<file path="config.mk">
export PLATFORM = sky130hd
export DESIGN_NAME = dx_unit
export DESIGN_NICKNAME = d
export VERILOG_FILES = /design/src/rtl/dx_pkg.sv /design/src/rtl/dx_decode.sv /design/src/rtl/dx_alu.sv /design/src/rtl/dx_unit.sv
export SDC_FILE = /design/constraint.sdc
export NUM_CORES = 1
export LEC_CHECK = 0
export ABC_CLOCK_PERIOD_IN_PS = 800
export BUFFER_PORTS_ARGS = -buffer_cell sky130_fd_sc_hd__buf_2
export CAP_MARGIN = 15
export CORE_MARGIN = 3
export CORE_UTILIZATION = 60
export DETAILED_ROUTE_END_ITERATION = 12
export PLACE_DENSITY_LB_ADDON = 0.12
export SYNTH_ARGS = -nofsm -noshare
export SYNTH_HDL_FRONTEND = slang
export SYNTH_HIERARCHICAL = 1
export SYNTH_SLANG_ARGS = --single-unit
</file>
<file path="constraint.sdc">
create_clock -name clk -period 0.8 [get_ports clk]
set_clock_uncertainty 0.15 [all_clocks]
set_input_delay 0.12 -clock clk [delete_from_list [all_inputs] [get_ports clk]]
set_output_delay 0.12 -clock clk [all_outputs]
set_load 0.01 [all_outputs]
</file>
<file path="src/rtl/dx_pkg.sv">
package dx_pkg;

   localparam int INSN_W = 32;
   localparam int OPC_W  = 6;
   localparam int FN_W   = 6;
   localparam int IDX_W  = 5;
   localparam int SH_W   = 5;
   localparam int IMM_W  = 16;

   // control flag positions
   localparam int F_SUP   = 0;
   localparam int F_LDREG = 1;
   localparam int F_MEMWR = 2;
   localparam int F_IMM   = 3;
   localparam int F_RD    = 4;
   localparam int F_RW    = 5;
   localparam int F_BR    = 6;
   localparam int NFLAG   = 7;

   typedef enum logic [FN_W-1:0] {
      OP_SLL  = 6'd0,  OP_SRL  = 6'd2,  OP_SRA  = 6'd3,
      OP_SLLV = 6'd4,  OP_SRLV = 6'd6,  OP_SRAV = 6'd7,
      OP_MOVZ = 6'd10, OP_MOVN = 6'd11,
      OP_ADD  = 6'd32, OP_ADDU = 6'd33, OP_SUB  = 6'd34, OP_SUBU = 6'd35,
      OP_AND  = 6'd36, OP_OR   = 6'd37, OP_XOR  = 6'd38, OP_NOR  = 6'd39,
      OP_SLT  = 6'd42, OP_SLTU = 6'd43
   } alu_op_e;

   typedef enum logic [1:0] {
      FC_NONE = 2'd0,
      FC_BASE = 2'd1,
      FC_CMOV = 2'd2,
      FC_VSH  = 2'd3
   } fn_class_e;

   typedef struct packed {
      logic [NFLAG-1:0] flags;
      alu_op_e          op;
      logic             sext;
   } dec_ent_t;

   localparam logic [NFLAG-1:0] FL_REG = NFLAG'((1 << F_SUP) | (1 << F_RD)  | (1 << F_RW));
   localparam logic [NFLAG-1:0] FL_IMM = NFLAG'((1 << F_SUP) | (1 << F_IMM) | (1 << F_RW));

   // opcode lookup: anything not listed is an all-zero, unimplemented entry
   function automatic dec_ent_t opc_entry(input logic [OPC_W-1:0] opc);
      dec_ent_t e;
      e = '{flags: '0, op: OP_SLL, sext: 1'b0};
      case (opc)
         6'd0:  e = '{flags: FL_REG, op: OP_SLL,  sext: 1'b0};
         6'd8:  e = '{flags: FL_IMM, op: OP_ADD,  sext: 1'b1};
         6'd9:  e = '{flags: FL_IMM, op: OP_ADDU, sext: 1'b1};
         6'd10: e = '{flags: FL_IMM, op: OP_SLT,  sext: 1'b1};
         6'd11: e = '{flags: FL_IMM, op: OP_SLTU, sext: 1'b1};
         6'd12: e = '{flags: FL_IMM, op: OP_AND,  sext: 1'b0};
         6'd13: e = '{flags: FL_IMM, op: OP_OR,   sext: 1'b0};
         6'd14: e = '{flags: FL_IMM, op: OP_XOR,  sext: 1'b0};
         default: ;
      endcase
      return e;
   endfunction

   function automatic fn_class_e fn_class(input logic [FN_W-1:0] fn);
      case (fn)
         6'd0, 6'd2, 6'd3,
         6'd32, 6'd33, 6'd34, 6'd35,
         6'd36, 6'd37, 6'd38, 6'd39,
         6'd42, 6'd43:          return FC_BASE;
         6'd10, 6'd11:          return FC_CMOV;
         6'd4, 6'd6, 6'd7:      return FC_VSH;
         default:               return FC_NONE;
      endcase
   endfunction

endpackage

</file>
<file path="src/rtl/dx_decode.sv">
module dx_decode
   import dx_pkg::*;
#(
   parameter int DATA_W       = 32,
   parameter bit EN_CMOV      = 1'b1,
   parameter bit EN_VAR_SHIFT = 1'b1
) (
   input  logic [OPC_W-1:0]  opc,
   input  logic [FN_W-1:0]   fn,
   input  logic [IDX_W-1:0]  rt_idx,
   input  logic [IDX_W-1:0]  rd_idx,
   input  logic [IMM_W-1:0]  imm,
   output logic [NFLAG-1:0]  flags,
   output alu_op_e           op,
   output logic [DATA_W-1:0] imm_ext,
   output logic [IDX_W-1:0]  dest,
   output logic              unsup
);

   localparam int EXT_W = DATA_W - IMM_W;

   dec_ent_t  ent;
   fn_class_e cls;
   logic      cmov_ok;
   logic      vsh_ok;
   logic      fn_ok;

   generate
      if (EN_CMOV) begin : g_cmov_on
         assign cmov_ok = 1'b1;
      end else begin : g_cmov_off
         assign cmov_ok = 1'b0;
      end
      if (EN_VAR_SHIFT) begin : g_vsh_on
         assign vsh_ok = 1'b1;
      end else begin : g_vsh_off
         assign vsh_ok = 1'b0;
      end
   endgenerate

   always_comb begin
      ent   = opc_entry(opc);
      cls   = fn_class(fn);
      fn_ok = (cls == FC_BASE) ||
              ((cls == FC_CMOV) && cmov_ok) ||
              ((cls == FC_VSH)  && vsh_ok);
      unsup = !ent.flags[F_SUP] || ((opc == '0) && !fn_ok);

      flags   = unsup ? '0 : ent.flags;
      op      = unsup ? OP_SLL : ((opc == '0) ? alu_op_e'(fn) : ent.op);
      imm_ext = ent.sext ? {{EXT_W{imm[IMM_W-1]}}, imm} : {{EXT_W{1'b0}}, imm};
      if (unsup)
         dest = '0;
      else if (ent.flags[F_RD])
         dest = rd_idx;
      else
         dest = rt_idx;
   end

endmodule

</file>
<file path="src/rtl/dx_alu.sv">
module dx_alu
   import dx_pkg::*;
#(
   parameter int DATA_W       = 32,
   parameter bit EN_VAR_SHIFT = 1'b1
) (
   input  alu_op_e           op,
   input  logic [DATA_W-1:0] a,
   input  logic [DATA_W-1:0] b,
   input  logic [SH_W-1:0]   shamt,
   output logic [DATA_W-1:0] y
);

   logic [SH_W-1:0] vsh;

   generate
      if (EN_VAR_SHIFT) begin : g_vsh
         assign vsh = a[SH_W-1:0];
      end else begin : g_no_vsh
         assign vsh = '0;
      end
   endgenerate

   always_comb begin
      case (op)
         OP_SLL:  y = b << shamt;
         OP_SRL:  y = b >> shamt;
         OP_SRA:  y = DATA_W'($signed(b) >>> shamt);
         OP_SLLV: y = b << vsh;
         OP_SRLV: y = b >> vsh;
         OP_SRAV: y = DATA_W'($signed(b) >>> vsh);
         OP_MOVZ,
         OP_MOVN: y = a;
         OP_ADD,
         OP_ADDU: y = a + b;
         OP_SUB,
         OP_SUBU: y = a - b;
         OP_AND:  y = a & b;
         OP_OR:   y = a | b;
         OP_XOR:  y = a ^ b;
         OP_NOR:  y = ~(a | b);
         OP_SLT:  y = DATA_W'($signed(a) < $signed(b));
         OP_SLTU: y = DATA_W'(a < b);
         default: y = '0;
      endcase
   end

endmodule

</file>
<file path="src/rtl/dx_unit.sv">
module dx_unit
   import dx_pkg::*;
#(
   parameter int DATA_W       = 32,
   parameter bit EN_CMOV      = 1'b1,
   parameter bit EN_VAR_SHIFT = 1'b1
) (
   input  logic                 clk,
   input  logic                 rst_n,
   input  logic [INSN_W-1:0]    instr_i,
   input  logic [DATA_W-1:0]    rs_val_i,
   input  logic [DATA_W-1:0]    rt_val_i,
   output logic [INSN_W-1:0]    instr_o,
   output logic [NFLAG-1:0]     ctrl_o,
   output logic [FN_W-1:0]      aluop_o,
   output logic [DATA_W-1:0]    result_o,
   output logic [IDX_W-1:0]     dest_o,
   output logic                 wr_en_o,
   output logic                 unsup_o
);

   generate
      if (DATA_W != 32) begin : g_bad_width
         $error("dx_unit: DATA_W must be 32");
      end
   endgenerate

   typedef struct packed {
      logic [INSN_W-1:0] instr;
      logic [NFLAG-1:0]  ctrl;
      logic [FN_W-1:0]   op;
      logic [DATA_W-1:0] result;
      logic [IDX_W-1:0]  dest;
      logic              wr;
      logic              unsup;
   } stage_t;

   logic [NFLAG-1:0]  dec_flags;
   alu_op_e           dec_op;
   logic [DATA_W-1:0] imm_ext;
   logic [IDX_W-1:0]  dec_dest;
   logic              dec_unsup;
   logic [DATA_W-1:0] opnd_b;
   logic [DATA_W-1:0] alu_y;
   logic              cancel;
   stage_t            nxt;
   stage_t            stg;

   dx_decode #(
      .DATA_W       (DATA_W),
      .EN_CMOV      (EN_CMOV),
      .EN_VAR_SHIFT (EN_VAR_SHIFT)
   ) u_dec (
      .opc     (instr_i[31:26]),
      .fn      (instr_i[5:0]),
      .rt_idx  (instr_i[20:16]),
      .rd_idx  (instr_i[15:11]),
      .imm     (instr_i[15:0]),
      .flags   (dec_flags),
      .op      (dec_op),
      .imm_ext (imm_ext),
      .dest    (dec_dest),
      .unsup   (dec_unsup)
   );

   assign opnd_b = dec_flags[F_IMM] ? imm_ext : rt_val_i;

   dx_alu #(
      .DATA_W       (DATA_W),
      .EN_VAR_SHIFT (EN_VAR_SHIFT)
   ) u_alu (
      .op    (dec_op),
      .a     (rs_val_i),
      .b     (opnd_b),
      .shamt (instr_i[10:6]),
      .y     (alu_y)
   );

   // conditional moves withdraw their write when the test on rt fails
   always_comb begin
      cancel = ((dec_op == OP_MOVZ) && (rt_val_i != '0)) ||
               ((dec_op == OP_MOVN) && (rt_val_i == '0));
      nxt.instr        = instr_i;
      nxt.ctrl         = dec_flags;
      nxt.ctrl[F_RW]   = dec_flags[F_RW] & ~cancel;
      nxt.op           = dec_op;
      nxt.result       = dec_unsup ? '0 : alu_y;
      nxt.dest         = dec_dest;
      nxt.wr           = nxt.ctrl[F_RW] && (dec_dest != '0);
      nxt.unsup        = dec_unsup;
   end

   always_ff @(posedge clk or negedge rst_n) begin
      if (!rst_n)
         stg <= '0;
      else
         stg <= nxt;
   end

   assign instr_o  = stg.instr;
   assign ctrl_o   = stg.ctrl;
   assign aluop_o  = stg.op;
   assign result_o = stg.result;
   assign dest_o   = stg.dest;
   assign wr_en_o  = stg.wr;
   assign unsup_o  = stg.unsup;

endmodule

</file>
==> results.toml, run 1 <==
[outcome]
run_status = "aborted with a tool error"
stop_stage = "clock tree synthesis (4_1_cts)"
tool.error = "[ERROR DPL-0033] detailed placement checks failed during check placement."

[placed_design]
dp.cells = 2815
dpl_cell_area_um2 = 20000
dpl.hpwl_um = 59000
portBuffers = 181
place_congestion = 1.32

[die]
io_pins = 182
fp.dieW_um = 160
dieHeight_um = 160
rows = 55
start_util_pct = 62.0

[clock_network]
clkSinkCount = 84
clockBufferDepth = 2
cts_root_buf = "clkbuf_16"
post_cts_buffers = 64
numCtsBuffers = 9
cts_resized = 363
hold_buffers = 17
htreeDepth = 3

[synth]
synth_cells = 1863
yosys.area.top_type = "dfrtp_1"
syn_avg_cell_area_um2 = 7.65
yosysUniqueCellTypes = 90
synth_warnings = 6
synth_top_area_share_pct = 14.7
synth_edf_count = 0
synth_seq_area_share_pct = 14.7
synth.area.top_cells = "dfrtp_1 (15%), mux2i_1 (14%), ha_1 (9.0%), a21oi_1 (4.7%), mux2_2 (4.5%)"
dominantRegCellSynth = "dfrtp_1"
syn_area_um2 = 14300
synthArstFlopShare_pct = 100
ys_ff_latch = 84
## stage by stage
| stage | setup slack [ps] | hold slack [ps] |
|---|---|---|
| 2_1_floorplan | -3140 | -326 |
| 3_5_place_dp | -3740 | -181 |
| 3_3_place_gp | -3470 | -188 |
## logic make-up after synthesis
logic type      count (synthesis)  synth area share (%)
compound gates                533                  25.0
simple gates                  530                  17.4
mux                           280                  21.1
buf+inv                       273                  8.94
fa+ha+maj                     105                  9.32
flops                          84                  14.7
xor+xnor                       57                  3.50
other cells                     1                0.0263
## synth_stat cells (all sizes together) (34+ instances only)
cell type  instances
a21oi            136
buf               84
clkbuf            88
dfrtp             84
ha               103
inv               99
mux2              60
mux2i            214
nand2            170
nand3             45
nor2             156
nor2b             44
o21ai            112
xnor2             34
==> inputs of run 2 (changes only) <==
- CORE_UTILIZATION: 60 -> 40
- PLACE_DENSITY_LB_ADDON: 0.12 -> 0.15
==> run 2 against run 1 <==
Against the previous run: the flow now finishes, with violations (hold timing, setup timing); area after synthesis unchanged; synthesized cell count unchanged.
==> results.toml, run 2 <==
[global_route]
grt_antenna_before_repair = 3
grt_usage_pct = 42.9
grt_pass1_vias = 19000
grt_pass1_wl_um = 124000
grt_overflow = 0
grt_max_degree = 37

[timing]
finalCritPeriodShare_pct = 498
rsz0062_at_grt = "true"
relSlewSlack_pct = 44.5
max_freq_mhz = 251
hold-worst-slack_ps = -157
finalSetupViolCount = 131
setup_ws_ps = -3180
final_hold_viol_count = 22
worstMarginPinSlew_ps = 826
maxSlewViolCount = 0
min_period_ps = 3980

[outcome]
violations = "hold timing, setup timing"
run_status = "complete, but fails checks"

[power]
internal-power_mw = 14.3
ir_worst_vdd_v = 0.000960
power_frac_clock_pct = 17.7
seqPwrFrac_pct = 17.5
p_per_area_nw_per_um2 = 1050
switching_share_pct = 44.0
switchingPower_mw = 11.2
combPwrFrac_pct = 64.8
leakage_nw = 11.5

[final_layout]
final_nets = 2891
layout.cells.non_filler = 3152
drive_above_1_share_pct = 51.8
fin_area_um2 = 24200
layout_common_cells = "buf_4 (691), buf_2 (160), nand2_1 (154)"
final_common_cell = "buf_4"
syn_to_final_growth_pct = 69.9

[hold_path]
min_from = "instr_i[3]"
worstHoldPathType = "input port to register"
whs_path_depth = 2
holdPathEnd = "instr_o[3]"

[synth]
syn_avg_cell_area_um2 = 7.65
synth_cells = 1863
syn_area_um2 = 14300
synth_warnings = 6
yosysUniqueCellTypes = 90
yosys.area.top_type = "dfrtp_1"
dominantRegCellSynth = "dfrtp_1"
yosys-top-cells-count = "mux2i_1 (206), nand2_1 (170), nor2_1 (154)"
ys_ff_latch = 84
synth_top_area_share_pct = 14.7
synth_seq_area_share_pct = 14.7
synth.area.top_cells = "dfrtp_1 (15%), mux2i_1 (14%), ha_1 (9.0%), a21oi_1 (4.7%), mux2_2 (4.5%)"
synth_edf_count = 0
synthArstFlopShare_pct = 100
yosysMostFrequentCell = "mux2i_1"

[critical_path]
cp.required_ps = 890
critPathSlowestCell = "mux2i_4"
crit_path_max_fanout = 6
endpoint_kind = "register"
crit_chain = "buf_8 -> buf_6 -> nor4_4 -> nand2_2 -> buf_4 -> o21bai_4 -> nor2_4 -> buf_4 -> buf_4 -> nand3_4 -> mux2i_4 -> buf_6 -> buf_4 -> mux2i_1 -> mux2i_1 -> mux2_4 -> nor2_1 -> or3_1 -> nand4_1 -> o21bai_4 -> nor2b_1"
start_kind = "input port"
critPathKind = "input port to register"
slowest_delay_ps = 350
cp_common_cell = "buf_4"
cp.arrival_ps = 4070

[die]
rows = 68
io_pins = 182
dieHeight_um = 195
coreArea_um2 = 34800
die-area_um2 = 37900
start_util_pct = 41.0
fp.dieW_um = 195

[clock_network]
clkSinkCount = 84
clockBufferDepth = 2
cts.clk_slew.worst_paths_ps = 80
htreeDepth = 3
cts_tree = "yes"
hold_buffers = 16
cts_root_buf = "clkbuf_16"
numCtsBuffers = 9

[job]
cap_violations = 0

[detailed_routing]
via_count = 19600
drtPass1Iterations = 6
drt_iter0_drc = 2390
post-route-drc-count = 0
drtAntennaViolNets = 0
finalWirelength_um = 87000
wl_per_cell_um = 27.6
vias_per_cell = 6.22

[placed_design]
portBuffers = 181
dpl_cell_area_um2 = 20700
dp.cells = 3038
dpl.hpwl_um = 66800
place_congestion = 1.10
==> run 2: cell counts after synthesis <==
Identical to the previous run, type by type.
==> run 2: how the worst max path moves through the flow <==
stage,from,to,depth (start not counted)
floorplan,instr_i[30],result_o[23],21
global placement,instr_i[26],result_o[21],18
detailed placement,instr_i[29],result_o[21],18
CTS,instr_i[27],result_o[11],22
global route,instr_i[27],result_o[11],21
finish,instr_i[27],result_o[0],21
==> run 2: per-layer routing <==
metal | GRT usage, % | up-vias | wire, µm
met2 | 66.6 | 1404 | 37500
met3 | 8.20 | 358 | 9820
met1 | 56.3 | 9418 | 33200
met4 | 22.9 | 2 | 6450
li1 | - | 8437 | -
met5 | 0 | - | 12
==> run 2: what timing repair did <==
item | CTS | global route
buffers inserted | 61 | 27
endpoints found under the setup margin | 131 | 134
gates cloned | 5 | 0
resized for setup | 377 | 160
pin swaps | 113 | 61
endpoints found under the hold margin | 119 | 22
==> run 2: kinds of logic after synthesis <==
logic type / share of synthesized area, %
flops: 14.7
simple gates: 17.4
fa+ha+maj: 9.32
other cells: 0.0263
xor+xnor: 3.50
compound gates: 25.0
mux: 21.1
buf+inv: 8.94
==> run 2: area by class of cell <==
| cell class | count | area [µm²] |
|---|---|---|
| inverters | 101 | 402 |
| multi-input cells | 1510 | 13000 |
| diodes | 4 | 10.0 |
| repair buffers | 982 | 7810 |
| well taps | 455 | 569 |
| clock inverters | 7 | 76.3 |
| fillers | 2796 | 10600 |
| clock buffers | 9 | 225 |
| flip-flops and latches | 84 | 2110 |
==> run 2: stage by stage <==
| step | util [%] | setup TNS (ps) | setup slack, ps | power [mW] |
|---|---|---|---|---|
| 2_1_floorplan | - | -100520 | -3140 | 10.9 |
| 3_3_place_gp | 59.5 | -124050 | -3650 | 17.7 |
| 3_5_place_dp | 59.5 | -127330 | -3830 | 17.8 |
| 4_1_cts | 67.2 | -124290 | -2910 | 24.1 |
| 5_1_grt | 69.6 | -139170 | -3250 | 26.3 |
| 6_report | 69.6 | -134420 | -3180 | 25.5 |
==> run 2: critical path: cells and delay by family <==
family	cells	cell delay (ps)
buf+inv	7	1050
compound gates	2	490
mux	4	1090
simple gates	8	1290
==> run 2: power groups by stage <==
stage / clock (mW) / sequential [mW] / combinational [mW]
CTS: 4.50 / 4.46 / 15.1
detailed placement: 0 / 4.54 / 13.3
finish: 4.53 / 4.47 / 16.5
global route: 4.69 / 4.48 / 17.2
floorplan: 0 / 4.62 / 6.25
global placement: 0 / 4.54 / 13.2
(Power assumes the default switching activity.)
